### config.mk
export PLATFORM = sky130hd
export DESIGN_NAME = fen_access_gate
export DESIGN_NICKNAME = d
export VERILOG_FILES = /design/src/rtl/fen_pkg.sv /design/src/rtl/fen_level.sv /design/src/rtl/fen_check.sv /design/src/rtl/fen_access_gate.sv
export SDC_FILE = /design/constraint.sdc
export NUM_CORES = 1
export LEC_CHECK = 0
export ABC_AREA = 1
export BUFFER_PORTS_ARGS = -buffer_cell sky130_fd_sc_hd__buf_2
export CORE_AREA = 2 2 153 155
export CTS_CLUSTER_DIAMETER = 60
export DETAILED_ROUTE_END_ITERATION = 8
export DIE_AREA = 0 0 155 157
export PLACE_DENSITY = 0.44
export SYNTH_ARGS = -nofsm -noshare
export SYNTH_HDL_FRONTEND = slang
export SYNTH_SLANG_ARGS = --single-unit
### constraint.sdc
create_clock -name clk -period 2.6 [get_ports clk]
set_input_delay 0.13 -clock clk [delete_from_list [all_inputs] [get_ports clk]]
set_output_delay 0.13 -clock clk [all_outputs]
set_load 0.005 [all_outputs]
### src/rtl/fen_pkg.sv
package fen_pkg;
    // index of each enable inside the packed two-bit field
    localparam int unsigned EN_FP = 0;
    localparam int unsigned EN_TJ = 1;
    localparam int unsigned EN_W  = 2;
    // bit positions inside the architectural register value
    localparam int unsigned POS_FP = 1;
    localparam int unsigned POS_TJ = 2;

    typedef logic [EN_W-1:0] en_t;

    typedef enum logic [1:0] {
        PRIV_U = 2'b00,
        PRIV_S = 2'b01,
        PRIV_M = 2'b11
    } priv_e;

    typedef enum logic [1:0] {
        V_PASS    = 2'd0,
        V_ILLEGAL = 2'd1,
        V_VIRTUAL = 2'd2
    } verdict_e;
endpackage

### src/rtl/fen_level.sv
module fen_level
    import fen_pkg::*;
#(
    parameter int unsigned XLEN    = 64,
    parameter bit          LOCK_FP = 1'b0
) (
    input  logic            clk,
    input  logic            rst_n,
    input  logic            wr,
    input  logic [XLEN-1:0] wdata,
    input  logic            fp_lock,
    input  en_t             upper,
    output en_t             eff,
    output logic [XLEN-1:0] rdata
);
    en_t  store_q;
    en_t  lock_mask;
    logic fp_frozen;
    logic [XLEN-1:0] unused_wdata;

    assign unused_wdata = wdata;

    generate
        if (LOCK_FP) begin : g_lock
            assign lock_mask = {1'b1, ~fp_lock};
            assign fp_frozen = fp_lock;
        end else begin : g_free
            assign lock_mask = '1;
            assign fp_frozen = 1'b0;
        end
    endgenerate

    always_ff @(posedge clk or negedge rst_n) begin
        if (!rst_n) begin
            store_q <= '0;
        end else if (wr) begin
            store_q[EN_TJ] <= wdata[POS_TJ];
            if (!fp_frozen) begin
                store_q[EN_FP] <= wdata[POS_FP];
            end
        end
    end

    assign eff = store_q & upper & lock_mask;

    always_comb begin
        rdata         = '0;
        rdata[POS_FP] = eff[EN_FP];
        rdata[POS_TJ] = eff[EN_TJ];
    end

    generate
        if (LOCK_FP) begin : g_lock_chk
            // a write made while locked never reaches the stored bit
            a_r3_fp_write_ignored: assert property (@(posedge clk) disable iff (!rst_n)
                $past(fp_lock) |-> $stable(store_q[EN_FP]));
        end
    endgenerate
endmodule

### src/rtl/fen_check.sv
module fen_check
    import fen_pkg::*;
(
    input  logic clk,
    input  logic rst_n,
    input  logic [1:0] priv,
    input  logic virt,
    input  logic fp_present,
    input  logic dec_fp,
    input  logic dec_tjump,
    input  logic dec_vtcsr,
    input  en_t  m_eff,
    input  en_t  h_eff,
    input  en_t  s_eff,
    output logic trap,
    output logic trap_virt
);
    en_t      need;
    logic     blk_m, blk_h, blk_s;
    verdict_e verdict;

    always_comb begin
        need        = '0;
        need[EN_FP] = dec_fp & ~fp_present;
        need[EN_TJ] = dec_tjump | dec_vtcsr;
    end

    assign blk_m = |(need & ~m_eff);
    assign blk_h = |(need & ~h_eff);
    assign blk_s = |(need & ~s_eff);

    always_comb begin
        verdict = V_PASS;
        unique case (priv_e'(priv))
            PRIV_M: verdict = V_PASS;
            PRIV_S: begin
                if (blk_m)              verdict = V_ILLEGAL;
                else if (virt && blk_h) verdict = V_VIRTUAL;
            end
            PRIV_U: begin
                if (blk_m)              verdict = V_ILLEGAL;
                else if (virt && blk_h) verdict = V_VIRTUAL;
                else if (blk_s)         verdict = virt ? V_VIRTUAL : V_ILLEGAL;
            end
            default: verdict = V_PASS;
        endcase
    end

    always_comb begin
        trap      = 1'b0;
        trap_virt = 1'b0;
        unique case (verdict)
            V_ILLEGAL: trap = 1'b1;
            V_VIRTUAL: begin
                trap      = 1'b1;
                trap_virt = 1'b1;
            end
            default: ;
        endcase
    end

    // machine mode is never trapped
    a_r5_machine_free: assert property (@(posedge clk) disable iff (!rst_n)
        (priv == 2'b11) |-> !trap);
    // no decode flag means no trap
    a_r11_flag_needed: assert property (@(posedge clk) disable iff (!rst_n)
        trap |-> (dec_fp || dec_tjump || dec_vtcsr));
    // a virtual trap only arises while virtualized
    a_r7_virtual_needs_v: assert property (@(posedge clk) disable iff (!rst_n)
        trap_virt |-> (virt && trap));
    // floating-point alone is never trapped with a separate register file
    a_r9_fp_present_free: assert property (@(posedge clk) disable iff (!rst_n)
        (fp_present && !dec_tjump && !dec_vtcsr) |-> !trap);
    // a machine-level block is always an illegal trap
    a_r6_machine_block: assert property (@(posedge clk) disable iff (!rst_n)
        (priv != 2'b11 && blk_m) |-> (trap && !trap_virt));
endmodule

### src/rtl/fen_access_gate.sv
module fen_access_gate
    import fen_pkg::*;
#(
    parameter int unsigned XLEN = 64
) (
    input  logic            clk,
    input  logic            rst_n,
    input  logic [1:0]      priv_i,
    input  logic            virt_i,
    input  logic            fp_present_i,
    input  logic            dec_fp_i,
    input  logic            dec_tjump_i,
    input  logic            dec_vtcsr_i,
    input  logic            m_wr_i,
    input  logic [XLEN-1:0] m_wdata_i,
    input  logic            h_wr_i,
    input  logic [XLEN-1:0] h_wdata_i,
    input  logic            s_wr_i,
    input  logic [XLEN-1:0] s_wdata_i,
    output logic [XLEN-1:0] m_rdata_o,
    output logic [XLEN-1:0] h_rdata_o,
    output logic [XLEN-1:0] s_rdata_o,
    output logic            trap_o,
    output logic            trap_virt_o
);
    en_t m_eff, h_eff, s_eff;

    fen_level #(.XLEN(XLEN), .LOCK_FP(1'b1)) u_m (
        .clk(clk), .rst_n(rst_n), .wr(m_wr_i), .wdata(m_wdata_i),
        .fp_lock(fp_present_i), .upper('1), .eff(m_eff), .rdata(m_rdata_o));

    fen_level #(.XLEN(XLEN), .LOCK_FP(1'b0)) u_h (
        .clk(clk), .rst_n(rst_n), .wr(h_wr_i), .wdata(h_wdata_i),
        .fp_lock(fp_present_i), .upper(m_eff), .eff(h_eff), .rdata(h_rdata_o));

    fen_level #(.XLEN(XLEN), .LOCK_FP(1'b0)) u_s (
        .clk(clk), .rst_n(rst_n), .wr(s_wr_i), .wdata(s_wdata_i),
        .fp_lock(fp_present_i), .upper(h_eff), .eff(s_eff), .rdata(s_rdata_o));

    fen_check u_chk (
        .clk(clk), .rst_n(rst_n), .priv(priv_i), .virt(virt_i),
        .fp_present(fp_present_i), .dec_fp(dec_fp_i), .dec_tjump(dec_tjump_i),
        .dec_vtcsr(dec_vtcsr_i), .m_eff(m_eff), .h_eff(h_eff), .s_eff(s_eff),
        .trap(trap_o), .trap_virt(trap_virt_o));

    // a lower register never shows a bit the level above has cleared
    a_r4_h_within_m: assert property (@(posedge clk) disable iff (!rst_n)
        (h_rdata_o & ~m_rdata_o) == '0);
    a_r4_s_within_h: assert property (@(posedge clk) disable iff (!rst_n)
        (s_rdata_o & ~h_rdata_o) == '0);
    // bit 1 reads zero everywhere while the floating-point file is present
    a_r3_fp_reads_zero: assert property (@(posedge clk) disable iff (!rst_n)
        fp_present_i |-> !(m_rdata_o[1] || h_rdata_o[1] || s_rdata_o[1]));
endmodule

==> impl_results.md <==
- Setup CP Type: register to output port
- Final min period: 1.62 ns
- Synth Register Bits: 6
- Leak pwr: 0.979 nW
- Post-DP Area: 1560 µm²
- Most frequent cells in the layout: 186 x conb_1, 25 x buf_2, 13 x inv_1, 13 x nand2_1, 6 x dfrtp_1
- Ys Warns: 0
- DR vias/cell: 1.61
- Register area share after synthesis: 0.0839
- Rows: 55
- Wire length of the first global-routing pass: 2350 µm
- Combinational share of power: 0.272
- Clk buf depth: 2
- Num CTS Buffers: 3
- Final net count: 475
- Critical path arrival: 1.49 ns
- Max VDD drop: 0.334 mV
- Critical-path top delay cell: dfrtp_1
- Layout cell share with drive strength beyond 1: 0.131
- Switching part of the total: 0.323
- Largest net degree at the start of global routing: 7
- Delay-heaviest family, CP: flip-flops
- Initial DRC Count: 7
- Critical hold path startpoint: m_wdata_i[2]
- DRC Markers: 0
- GP Congestion: 0.669
- Placeable core area: 22500 µm²
- Flop pwr share: 0.222
- Status: completed
- Largest fanout on the critical path: 3
- Worst Path Buf+Inv: 3
- Gr ovfl total: 0
- Unrepaired setup endpoints after global routing: false
- Cells after DPL: 549
- Starting Density: 0.0796
- Syn avg cell area: 7.43 µm²
- Detailed placement HPWL: 2060 µm
- Die Wd: 155 µm
- Hold Crit Class: input port to register
- Crit path launch: u_m.store_q[1]
- Cell variety after synth: 17
- Hold Path Cell Cnt: 3
- H-tree levels: 1
- Die area: 24300 µm²
- Setup_tns: 0 ns
- Finished Layout Cells: 553
- Top cell by count, worst path: nand2_1
- Design area: 1650 µm²
- Clk network pwr share: 0.506
- WP data required: 2.47 ns
- Setup Fix Bufs, Post-CTS: 0
- Number of hold buffers added after CTS: 1
- I/O Buffers: 25
- Net Switching: 159 µW
- Final-report setup violation count: 0
- Clk sinks: 6
- Clock Pin Slew Worst Setup and Hold Paths: 0.03 ns
- Flop2flop setup slack: 1.83 ns
- Total Power: 493 µW
- Routed WL per cell: 3.86 µm
- WHS Endpoint: u_m.store_q[1]
- Drt first pass iters: 2
- Final setup skew: 0 ns
- Tcrit/Tclk final: 0.622
- CTS tree: done
- Post-route ant nets: 0
- Post-cts sizing count: 0
- Crit-path cells: nand2_1 -> o21ai_1 -> nand2_1 -> nand3_1 -> nand2_1 -> inv_1 -> ha_1 -> inv_1 -> buf_2
- Final hold slack: 0.107 ns
- R2r endpoint: u_h.store_q[0]
- Reg2Reg Depth: 1
- Layout area overhead: -7.97%
- CP max stage delay: 0.38 ns
- Fmax: 618 MHz
- MaxCap Viol Count: 0
- Slew Viols, Final: 0
- Setup crit start kind: register
- Clk_lat worst skew: 0.23 ns
- Worst setup EP type: output port
- Cell count after synthesis: 241
- Io pins: 398
- Vias post-DR: 890
- Die height: 157 µm
- Detailed Route WL: 2140 µm
- PwrDens: 299 nW/µm²
- Most common cell after layout, fill and taps aside: conb_1
- Post-Syn Area: 1790 µm²
- Hold Violations, Final: 0
- Pint: 334 µW
- Origin of the critical flop-to-flop path: u_h.store_q[0]
- Total GRT Usage: 0.0123
- Number of global-route vias before repair: 516
- Initial antenna violation count: 0
- Root Buffer: clkbuf_16
- Ant diodes: 0
- Fillers: 2663
-- sequential cells by signal (all words and copies together), names as in the netlist --
name and cells:
u_h.store_q 2, u_m.store_q 2, u_s.store_q 2
-- cell type report --
cell class	count	area (µm²)	area share
clock buffers	3	75.1	0.0456
inverters	14	52.6	0.0319
flip-flops and latches	6	150	0.0911
well taps	285	357	0.216
multi-input cells	219	878	0.533
repair buffers	26	135	0.0820
-- stage by stage --
step / util / setup WS (ns)
2_1_floorplan: - / 1.37
3_3_place_gp: 0.0694 / 1.22
3_5_place_dp: 0.0694 / 1.22
4_1_cts: 0.0732 / 0.960
5_1_grt: 0.0732 / 0.800
6_report: 0.0732 / 0.982
-- metal layers --
metal | vias up | global-route usage | part of all wire
met4 | 0 | 0.00926 | 0
met3 | 0 | 0.00468 | 0.19
met5 | - | 0 | 0
li1 | 405 | - | -
met1 | 370 | 0.0118 | 0.28
met2 | 115 | 0.0216 | 0.54
-- power by group through the flow --
stage	Combinational (mW)	Clock (mW)	Sequential, mW
final	0.134	0.249	0.109
after CTS	0.128	0.258	0.109
after global placement	0.127	0	0.110
after global routing	0.164	0.262	0.110
after floorplan	0.298	0	0.109
after detailed placement	0.127	0	0.110
-- logic make-up after synthesis --
kind of cell / share of synthesized area
adder cells (fa/ha/maj): 0.00699
AND/OR/NAND/NOR: 0.0538
other: 0.00209
multiplexers: 0.0189
buffers and inverters: 0.813
AO/OA/AOI/OAI: 0.0210
flip-flops: 0.0839
-- Yosys cell counts --
library cell | instances | share of area
nand4_1 | 2 | 0.0070
inv_1 | 13 | 0.027
nand2_1 | 13 | 0.027
mux2_2 | 3 | 0.019
a21oi_1 | 1 | 0.0028
nand3_1 | 2 | 0.0056
conb_1 | 1 | 0.0021
nor2_1 | 5 | 0.010
a21oi_2 | 1 | 0.0049
o21ai_0 | 2 | 0.0056
inv_2 | 1 | 0.0021
dfrtp_1 | 6 | 0.084
nor2_2 | 1 | 0.0035
o21ai_2 | 1 | 0.0049
buf_4 | 187 | 0.78
ha_1 | 1 | 0.0070
o21ai_1 | 1 | 0.0028
-- how the worst max path moves through the flow --
stage	end	slack, ns	depth (start not counted)
detailed placement	trap_o	1.22	9
CTS	trap_o	0.96	9
global placement	trap_o	1.22	8
global route	trap_o	0.80	9
finish	trap_o	0.98	9
floorplan	trap_o	1.37	7
-- tightest hold or removal path: cells and delay by family --
family	cells	cell delay [ns]
simple gates	1	0.03
compound gates	1	0.06
buf+inv	1	0.07
Note: power is estimated with default switching activity, not from simulation.
